**config.mk**
```make
export PLATFORM = sky130hd
export DESIGN_NAME = vtg_blankfirst
export DESIGN_NICKNAME = d
export VERILOG_FILES = /design/src/rtl/vtg_pkg.sv /design/src/rtl/vtg_shadow.sv /design/src/rtl/vtg_axis.sv /design/src/rtl/vtg_blankfirst.sv
export SDC_FILE = /design/constraint.sdc
export NUM_CORES = 1
export LEC_CHECK = 0
export BUFFER_PORTS_ARGS = -buffer_cell sky130_fd_sc_hd__buf_2
export CORE_ASPECT_RATIO = 0.7
export CORE_MARGIN = 1.5
export CORE_UTILIZATION = 28
export CTS_CLUSTER_SIZE = 40
export DETAILED_ROUTE_END_ITERATION = 7
export PLACE_DENSITY = 0.46
export SKIP_LAST_GASP = 1
export SLEW_MARGIN = 25
export SYNTH_ARGS = -nofsm -noshare
export SYNTH_HDL_FRONTEND = slang
export SYNTH_SLANG_ARGS = --single-unit
```
**constraint.sdc**
```tcl
create_clock -name clk -period 9.7 [get_ports clk]
set_input_delay 1.94 -clock clk [delete_from_list [all_inputs] [get_ports clk]]
set_output_delay 1.94 -clock clk [all_outputs]
set_load 0.01 [all_outputs]
```
**src/rtl/vtg_pkg.sv**
```systemverilog
package vtg_pkg;

  // Working width of every position field; the top module's HW and VW must not exceed it.
  localparam int CW = 16;

  typedef struct packed {
    logic [CW-1:0] total_m1;
    logic [CW-1:0] sync_beg;
    logic [CW-1:0] sync_fin;
    logic [CW-1:0] act_beg;
  } axis_cfg_t;

  typedef struct packed {
    axis_cfg_t h;
    axis_cfg_t v;
    logic      hs_high;
    logic      vs_high;
  } tmg_cfg_t;

  // Half-open window test: beg <= c < fin.
  function automatic logic span_hit(logic [CW-1:0] c, logic [CW-1:0] beg, logic [CW-1:0] fin);
    return (c >= beg) && (c < fin);
  endfunction

  // Polarity: high=1 passes the raw pulse through, high=0 inverts it.
  function automatic logic drive_level(logic raw, logic high);
    return high ? raw : ~raw;
  endfunction

  // Offset of a count inside the visible window, zero when outside it.
  function automatic logic [CW-1:0] rel_coord(logic [CW-1:0] c, logic [CW-1:0] base, logic on);
    return on ? (c - base) : '0;
  endfunction

endpackage

```
**src/rtl/vtg_shadow.sv**
```systemverilog
module vtg_shadow
  import vtg_pkg::*;
(
  input  logic     clk,
  input  logic     rst_n,
  input  logic     take,
  input  tmg_cfg_t cfg_in,
  output tmg_cfg_t cfg_q
);

  always_ff @(posedge clk) begin
    if (!rst_n || take) cfg_q <= cfg_in;
  end

  // the shadow set only moves at a frame wrap
  a_r8_shadow_hold: assert property (@(posedge clk) disable iff (!rst_n)
    !take |=> $stable(cfg_q));

  // at a frame wrap the live inputs are captured
  a_r8_shadow_take: assert property (@(posedge clk) disable iff (!rst_n)
    take |=> cfg_q == $past(cfg_in));

endmodule

```
**src/rtl/vtg_axis.sv**
```systemverilog
module vtg_axis
  import vtg_pkg::*;
#(
  parameter int W         = 12,
  parameter bit LINE_BIAS = 1'b0
)(
  input  logic          clk,
  input  logic          rst_n,
  input  logic          step,
  input  axis_cfg_t     cfg,
  output logic [W-1:0]  cnt,
  output logic          at_end,
  output logic          sync_hit,
  output logic          in_act,
  output logic [W-1:0]  coord
);

  logic [CW-1:0] cnt_x;
  assign cnt_x  = CW'(cnt);
  assign at_end = cnt_x >= cfg.total_m1;

  always_ff @(posedge clk) begin
    if (!rst_n)    cnt <= '0;
    else if (step) cnt <= at_end ? '0 : cnt + W'(1);
  end

  // The vertical sync fields are stored one below the real row, so the window is shifted up by one.
  generate
    if (LINE_BIAS) begin : g_biased
      assign sync_hit = span_hit(cnt_x, cfg.sync_beg + CW'(1), cfg.sync_fin + CW'(1));
    end else begin : g_plain
      assign sync_hit = span_hit(cnt_x, cfg.sync_beg, cfg.sync_fin);
    end
  endgenerate

  assign in_act = cnt_x >= cfg.act_beg;
  assign coord  = W'(rel_coord(cnt_x, cfg.act_beg, in_act));

  // a step below the limit advances by exactly one
  a_r1_step_up: assert property (@(posedge clk) disable iff (!rst_n)
    step && !at_end |=> cnt == $past(cnt) + W'(1));

  // a step at the limit returns the counter to zero
  a_r1_wrap_zero: assert property (@(posedge clk) disable iff (!rst_n)
    step && at_end |=> cnt == '0);

  // without a step the count holds
  a_r2_idle_hold: assert property (@(posedge clk) disable iff (!rst_n)
    !step |=> $stable(cnt));

  // the count never passes the shadowed limit
  a_r1_in_range: assert property (@(posedge clk) disable iff (!rst_n)
    cnt_x <= cfg.total_m1);

endmodule

```
**src/rtl/vtg_blankfirst.sv**
```systemverilog
module vtg_blankfirst
  import vtg_pkg::*;
#(
  parameter int HW = 12,
  parameter int VW = 11
)(
  input  logic          clk,
  input  logic          rst_n,
  input  logic [HW-1:0] cfg_h_total_m1,
  input  logic [HW-1:0] cfg_h_sync_beg,
  input  logic [HW-1:0] cfg_h_sync_fin,
  input  logic [HW-1:0] cfg_h_act_beg,
  input  logic [VW-1:0] cfg_v_total_m1,
  input  logic [VW-1:0] cfg_v_sync_beg,
  input  logic [VW-1:0] cfg_v_sync_fin,
  input  logic [VW-1:0] cfg_v_act_beg,
  input  logic          cfg_hs_high,
  input  logic          cfg_vs_high,
  output logic          hsync,
  output logic          vsync,
  output logic          de,
  output logic [HW-1:0] pix_x,
  output logic [VW-1:0] pix_y
);

  tmg_cfg_t cfg_live;
  tmg_cfg_t sh;

  assign cfg_live.h.total_m1 = CW'(cfg_h_total_m1);
  assign cfg_live.h.sync_beg = CW'(cfg_h_sync_beg);
  assign cfg_live.h.sync_fin = CW'(cfg_h_sync_fin);
  assign cfg_live.h.act_beg  = CW'(cfg_h_act_beg);
  assign cfg_live.v.total_m1 = CW'(cfg_v_total_m1);
  assign cfg_live.v.sync_beg = CW'(cfg_v_sync_beg);
  assign cfg_live.v.sync_fin = CW'(cfg_v_sync_fin);
  assign cfg_live.v.act_beg  = CW'(cfg_v_act_beg);
  assign cfg_live.hs_high    = cfg_hs_high;
  assign cfg_live.vs_high    = cfg_vs_high;

  // Events shared by the sub-blocks, named for the assertions.
  logic          h_end, v_end, h_wrap, frame_wrap;
  logic          h_hit, v_hit, h_act, v_act;
  logic [HW-1:0] h_cnt, h_coord;
  logic [VW-1:0] v_cnt, v_coord;

  assign h_wrap     = h_end;
  assign frame_wrap = h_end && v_end;

  vtg_shadow u_shadow (
    .clk    (clk),
    .rst_n  (rst_n),
    .take   (frame_wrap),
    .cfg_in (cfg_live),
    .cfg_q  (sh)
  );

  vtg_axis #(.W(HW), .LINE_BIAS(1'b0)) u_h_axis (
    .clk      (clk),
    .rst_n    (rst_n),
    .step     (1'b1),
    .cfg      (sh.h),
    .cnt      (h_cnt),
    .at_end   (h_end),
    .sync_hit (h_hit),
    .in_act   (h_act),
    .coord    (h_coord)
  );

  vtg_axis #(.W(VW), .LINE_BIAS(1'b1)) u_v_axis (
    .clk      (clk),
    .rst_n    (rst_n),
    .step     (h_wrap),
    .cfg      (sh.v),
    .cnt      (v_cnt),
    .at_end   (v_end),
    .sync_hit (v_hit),
    .in_act   (v_act),
    .coord    (v_coord)
  );

  assign hsync = drive_level(h_hit, sh.hs_high);
  assign vsync = drive_level(v_hit, sh.vs_high);
  assign de    = h_act && v_act;
  assign pix_x = de ? h_coord : '0;
  assign pix_y = de ? v_coord : '0;

  // outside the sync window each output rests at the inactive level
  a_r5_hs_idle: assert property (@(posedge clk) disable iff (!rst_n)
    !h_hit |-> hsync != sh.hs_high);
  a_r5_vs_idle: assert property (@(posedge clk) disable iff (!rst_n)
    !v_hit |-> vsync != sh.vs_high);

  // a frame wrap brings both counters back to the blanking origin
  a_r2_frame_origin: assert property (@(posedge clk) disable iff (!rst_n)
    frame_wrap |=> (h_cnt == '0) && (v_cnt == '0));

  // display enable only inside the visible column range
  a_r6_de_column: assert property (@(posedge clk) disable iff (!rst_n)
    de |-> CW'(h_cnt) >= sh.h.act_beg);

  // coordinates rest at zero during blanking
  a_r7_coord_idle: assert property (@(posedge clk) disable iff (!rst_n)
    !de |-> (pix_x == '0) && (pix_y == '0));

endmodule

```
Word-level counts from Yosys, hierarchy flattened
Index checks and enable logic that the tools add are counted.

Bitwise operators: 3. Reductions and logical operators: 7. $lt $le $gt $ge: 8. Add/sub/neg operators: 6. Mux-type cells: 7.

Operator list (number): 12-bit >= comparator (3); 11-bit two-way mux (3); 11-bit by 1-bit adder with 12-bit output (second input constant) (2); 12-bit two-way mux (2); 11-bit >= comparator (2); 11-bit by 16-bit >= comparator with 1-bit output (1); 11-bit by 16-bit < comparator with 1-bit output (1); 12-bit by 1-bit adder with 12-bit output (second input constant) (1); 12-bit < comparator (1); 12-bit subtractor (1); 11-bit by 1-bit adder with 11-bit output (second input constant) (1); 11-bit subtractor (1); 1-bit logical AND (4); 1-bit NOT (3); 1-bit two-way mux (2); 2-bit OR reduction (1); 1-bit logical NOT (1); 1-bit logical OR (1).

Output and inout port bits: 26. Word-level logic and storage cells: 43. Bits in registers: 117.

Longest topological paths before layout
Depth in word-level cells: 5. Mapped depth: 12. Gate-level depth less buffers: 12.

Hierarchy
Synthesis repeated with hierarchy kept, for this count alone.

Cells, all modules: 759. Area, all modules: 8573.2 µm².

Modules (own cells, without submodules): vtg_shadow (sequential area each 3903.7 µm², instances 1, area each 3910.0 µm², cells an instance 131); vtg_axis at u_v_axis (sequential area each 220.2 µm², instances 1, area each 2240.9 µm², cells an instance 296); vtg_axis at u_h_axis (sequential area each 240.2 µm², instances 1, area each 2202.1 µm², cells an instance 299); vtg_blankfirst (sequential area each 0.0 µm², instances 1, area each 220.2 µm², cells an instance 33).

Worst setup path before layout
Ideal clock, no wire load.

Kind: input to register. Start: input rst_n. End: register u_shadow.cfg_q[0] in the netlist's numbering, enable pin. Arrival time: 6271 ps. Setup slack: 2878 ps. Path buffers: 1. Data required time: 9149 ps. Stages: 4. Path through: inv_1 -> a2111oi_4 -> buf_4 -> nor2_1.

Longest elaborated chain between the ends: 2.

Ends and longest elaborated chain: start, declared (line vtg_blankfirst.sv:8) `input logic rst_n,`; 1-bit logical NOT; 1-bit logical OR (line vtg_shadow.sv:12) `if (!rst_n || take) cfg_q <= cfg_in;`; end signal, assigned (line vtg_shadow.sv:12); end, declared (line vtg_shadow.sv:8) `output tmg_cfg_t cfg_q`.

No other way between the ends. A chain may end at the register's enable or synchronous reset.

Final worst setup path
Start: register u_v_axis.cnt[0]. End: output pix_y[10].

Longest elaborated chain between the ends: 3.

Ends and longest elaborated chain: start, declared (line vtg_axis.sv:11) `output logic [W-1:0] cnt,`; start signal, assigned (line vtg_axis.sv:24) `else if (step) cnt <= at_end ? '0 : cnt + W'(1);`; 11-bit subtractor / 11-bit >= comparator (equally long branches) (line vtg_pkg.sv:32, vtg_axis.sv:36); 11-bit two-way mux / 1-bit logical AND (equally long branches) (line vtg_pkg.sv:32, vtg_blankfirst.sv:83); 11-bit two-way mux * (line vtg_blankfirst.sv:85) `assign pix_y = de ? v_coord : '0;`; end, declared (line vtg_blankfirst.sv:23) `output logic [VW-1:0] pix_y`.

Mark *: on every way between the ends. The rest lies on a longest branch, timed or not.

==> impl_results.md <==
- Top cells by area, synth: edfxtp_1 (40%), ha_1 (17%), dfxtp_1 (6.5%)
- Clk_lat worst skew: 0.42 ns
- Status: completed
- Syn_area_per_cell: 10.7 um2
- First-pass GRT wire length: 26.4 mm
- Crit path time final: 5.09 ns
- Setup TNS: 0 ns
- FF+latch count, synth: 117
- Final slew viol count: 0
- Cell Area, Placed: 0.00802 mm2
- Power share of the clock group: 47.2%
- Dpl cells: 1097
- Startpoint Class: flop
- Number of inserted diodes: 0
- GP Congestion: 0.803
- Int Pwr: 963 uW
- RSZ-0062 raised after global routing: no
- Starting DRT DRC Count: 290
- Ys flop type: edfxtp_1
- Via count: 5118
- Finish-stage setup viols: 0
- Worst min-delay path category: reg2reg
- WL final: 17.0 mm
- YS warnings: 0
- Critical path data required time: 7.76 ns
- CP endpoint kind: output pin
- FP Rows: 48
- DR WL/cell: 15.1 um
- VDD IR max: 0.114 mV
- CP Max Fanout: 6
- Comb pwr share: 7.7%
- Via density per instance: 4.53
- Vias in the first global route: 4882
- Hold Slack: 0.508 ns
- Post-synth cell types: 62
- Die W: 193 um
- Fin cells: 1129
- Util after Layout: 34.8%
- 1st-pass router iterations: 4
- Mapped Cells: 657
- Antenna viol nets, final: 0
- Max Freq: 196 MHz
- Sequential share of the synthesized area: 46.6%
- P_sw: 308 uW
- Cts hold-fix bufs: 0
- PD cells: 148 mW/mm2
- CP Cell Sequence: inv_1, ha_1, inv_1, fa_1, a21o_1, a221oi_2, o311ai_0, o41a_1, a31oi_1, buf_2
- CP peak stage delay: 0.40 ns
- Mapped Nets: 849
- Area growth syn-to-layout: 22.2%
- Initial antenna violation count: 0
- TritonCTS Buffers: 17
- Arr. time, crit path: 3.15 ns
- Worst setup path class: reg2out
- Largest net degree at the start of global routing: 53
- Area leader, netlist: edfxtp_1
- Core Region: 0.0247 mm2
- Clock-pin slew on the worst setup and hold paths: 0.06 ns
- Fin crit share: 52.5%
- Root Buffer: clkbuf_16
- Total of max-cap violations: 0
- Sink Count: 117
- Setup bufs post-CTS: 0
- GRT Resource Usage Total: 13.4%
- Dpl hpwl: 13.2 mm
- Number of H-tree levels: 4
- Switching Share: 24.2%
- Yosys top cell area share: 40.1%
- Cts repair resizes: 0
- Die footprint: 0.0261 mm2
- EDFF count, synth: 94
- Mapped cell area: 0.00704 mm2
- Die Ht: 136 um
- CP dominant cell by count: inv_1
- Max-slew headroom: 44.1%
- I/O pins: 122
- # DRC: 0
- Clock skew: 0.00948 ns
- Worst Tran Pin Value: 0.828 ns
- Design area: 0.00860 mm2
- Leakage: 0.00387 uW
- Reg power frac: 45.1%
- Worst path slowest cell: fa_1
- Layout cells sized above 1: 20.9%
- Setup slack, reg-to-reg: 6.72 ns
- Port-buffer cells: 121
- Final net count: 983
- Grt ovf: 0
- Most frequent cells after synthesis: edfxtp_1 (94), ha_1 (94), inv_1 (88)
- Clock Path Buffers: 2
- Starting Density: 28.5%
- CTS tree: yes
- Post-synth ARST share: 0%
- Final hold viol count: 0
-- state kept, by name, indices dropped and copies added (netlist names) --
name            cells
u_shadow.cfg_q     94
u_v_axis.cnt       11
u_h_axis.cnt       12
-- stage by stage --
stage / worst slack (ns) / power [uW]
2_1_floorplan: 2.88 / 643
3_3_place_gp: 4.96 / 685
3_5_place_dp: 4.90 / 684
4_1_cts: 4.42 / 1290
5_1_grt: 4.35 / 1330
6_report: 4.61 / 1270
-- layout by cell type (no fill, tap or decap), drive strengths merged, types with 7 or more instances in the layout --
| cell | netlist | routed |
|---|---|---|
| nand4 | 13 | 13 |
| a21oi | 35 | 35 |
| clkinv | 0 | 8 |
| nand2b | 7 | 7 |
| a21o | 8 | 8 |
| nand2 | 26 | 26 |
| nor3 | 9 | 9 |
| dfxtp | 23 | 23 |
| buf | 6 | 124 |
| xnor2 | 14 | 14 |
| o211ai | 7 | 7 |
| nand3 | 36 | 36 |
| inv | 88 | 89 |
| o21ai | 25 | 25 |
| a211oi | 8 | 8 |
| xor2 | 24 | 24 |
| and3 | 12 | 12 |
| clkbuf | 3 | 19 |
| nor2 | 50 | 50 |
| ha | 94 | 94 |
| edfxtp | 94 | 94 |
-- critical path, delay by kind of cell (launching register included) --
kind / cells / cell delay (ns)
AO/OA/AOI/OAI: 5 / 1.31
buffers and inverters: 3 / 0.44
adder cells (fa/ha/maj): 2 / 0.61
flip-flops: 1 / 0.36
-- cells by family (layout without fill, tap and decap cells) --
group                    after synthesis  count (layout)  synth area share (%)
AND/OR/NAND/NOR                      179             179                  12.9
AO/OA/AOI/OAI                        128             128                  12.6
flip-flops                           117             117                  46.6
buffers and inverters                 97             244                  5.58
adder cells (fa/ha/maj)               96              96                  17.3
XOR/XNOR                              38              38                  4.73
multiplexers                           2               2                 0.284
-- power by group through the flow --
stage	clock network [uW]	logic (uW)	registers [uW]
final	600	97.8	574
after global routing	641	112	576
after CTS	620	100	574
after detailed placement	0	99.1	585
after global placement	0	100	584
after floorplan	0	60.7	582
-- layer usage --
metal | share of wire, % | track usage, % | vias to the layer above | routed length (um)
li1 | - | - | 2673 | -
met1 | 57 | 21.4 | 2325 | 9720
met2 | 37 | 17.2 | 103 | 6270
met3 | 4.6 | 3.29 | 17 | 778
met4 | 1.3 | 3.96 | 0 | 227
met5 | 0 | 0 | - | 0
-- final cells by class --
type	instances	area [um2]
tap	325	407
clock buffer	19	475
timing repair buffer	124	628
fill	2489	16100
sequential	117	3280
multi-input combinational	443	3380
clock inverter	13	97.6
inverter	88	330
-- path summary, 6_finish.rpt --
kind | end | startpoint | cells after the start
worst max-delay path | pix_y[10] | u_v_axis.cnt[0] | 10
worst min-delay path | u_h_axis.cnt[0] | u_h_axis.cnt[0] | 1
worst max register to register | u_shadow.cfg_q[18] | u_v_axis.cnt[0] | 8
worst min register to register | u_h_axis.cnt[0] | u_h_axis.cnt[0] | 1
No activity file was read; power rests on OpenSTA's default activity.
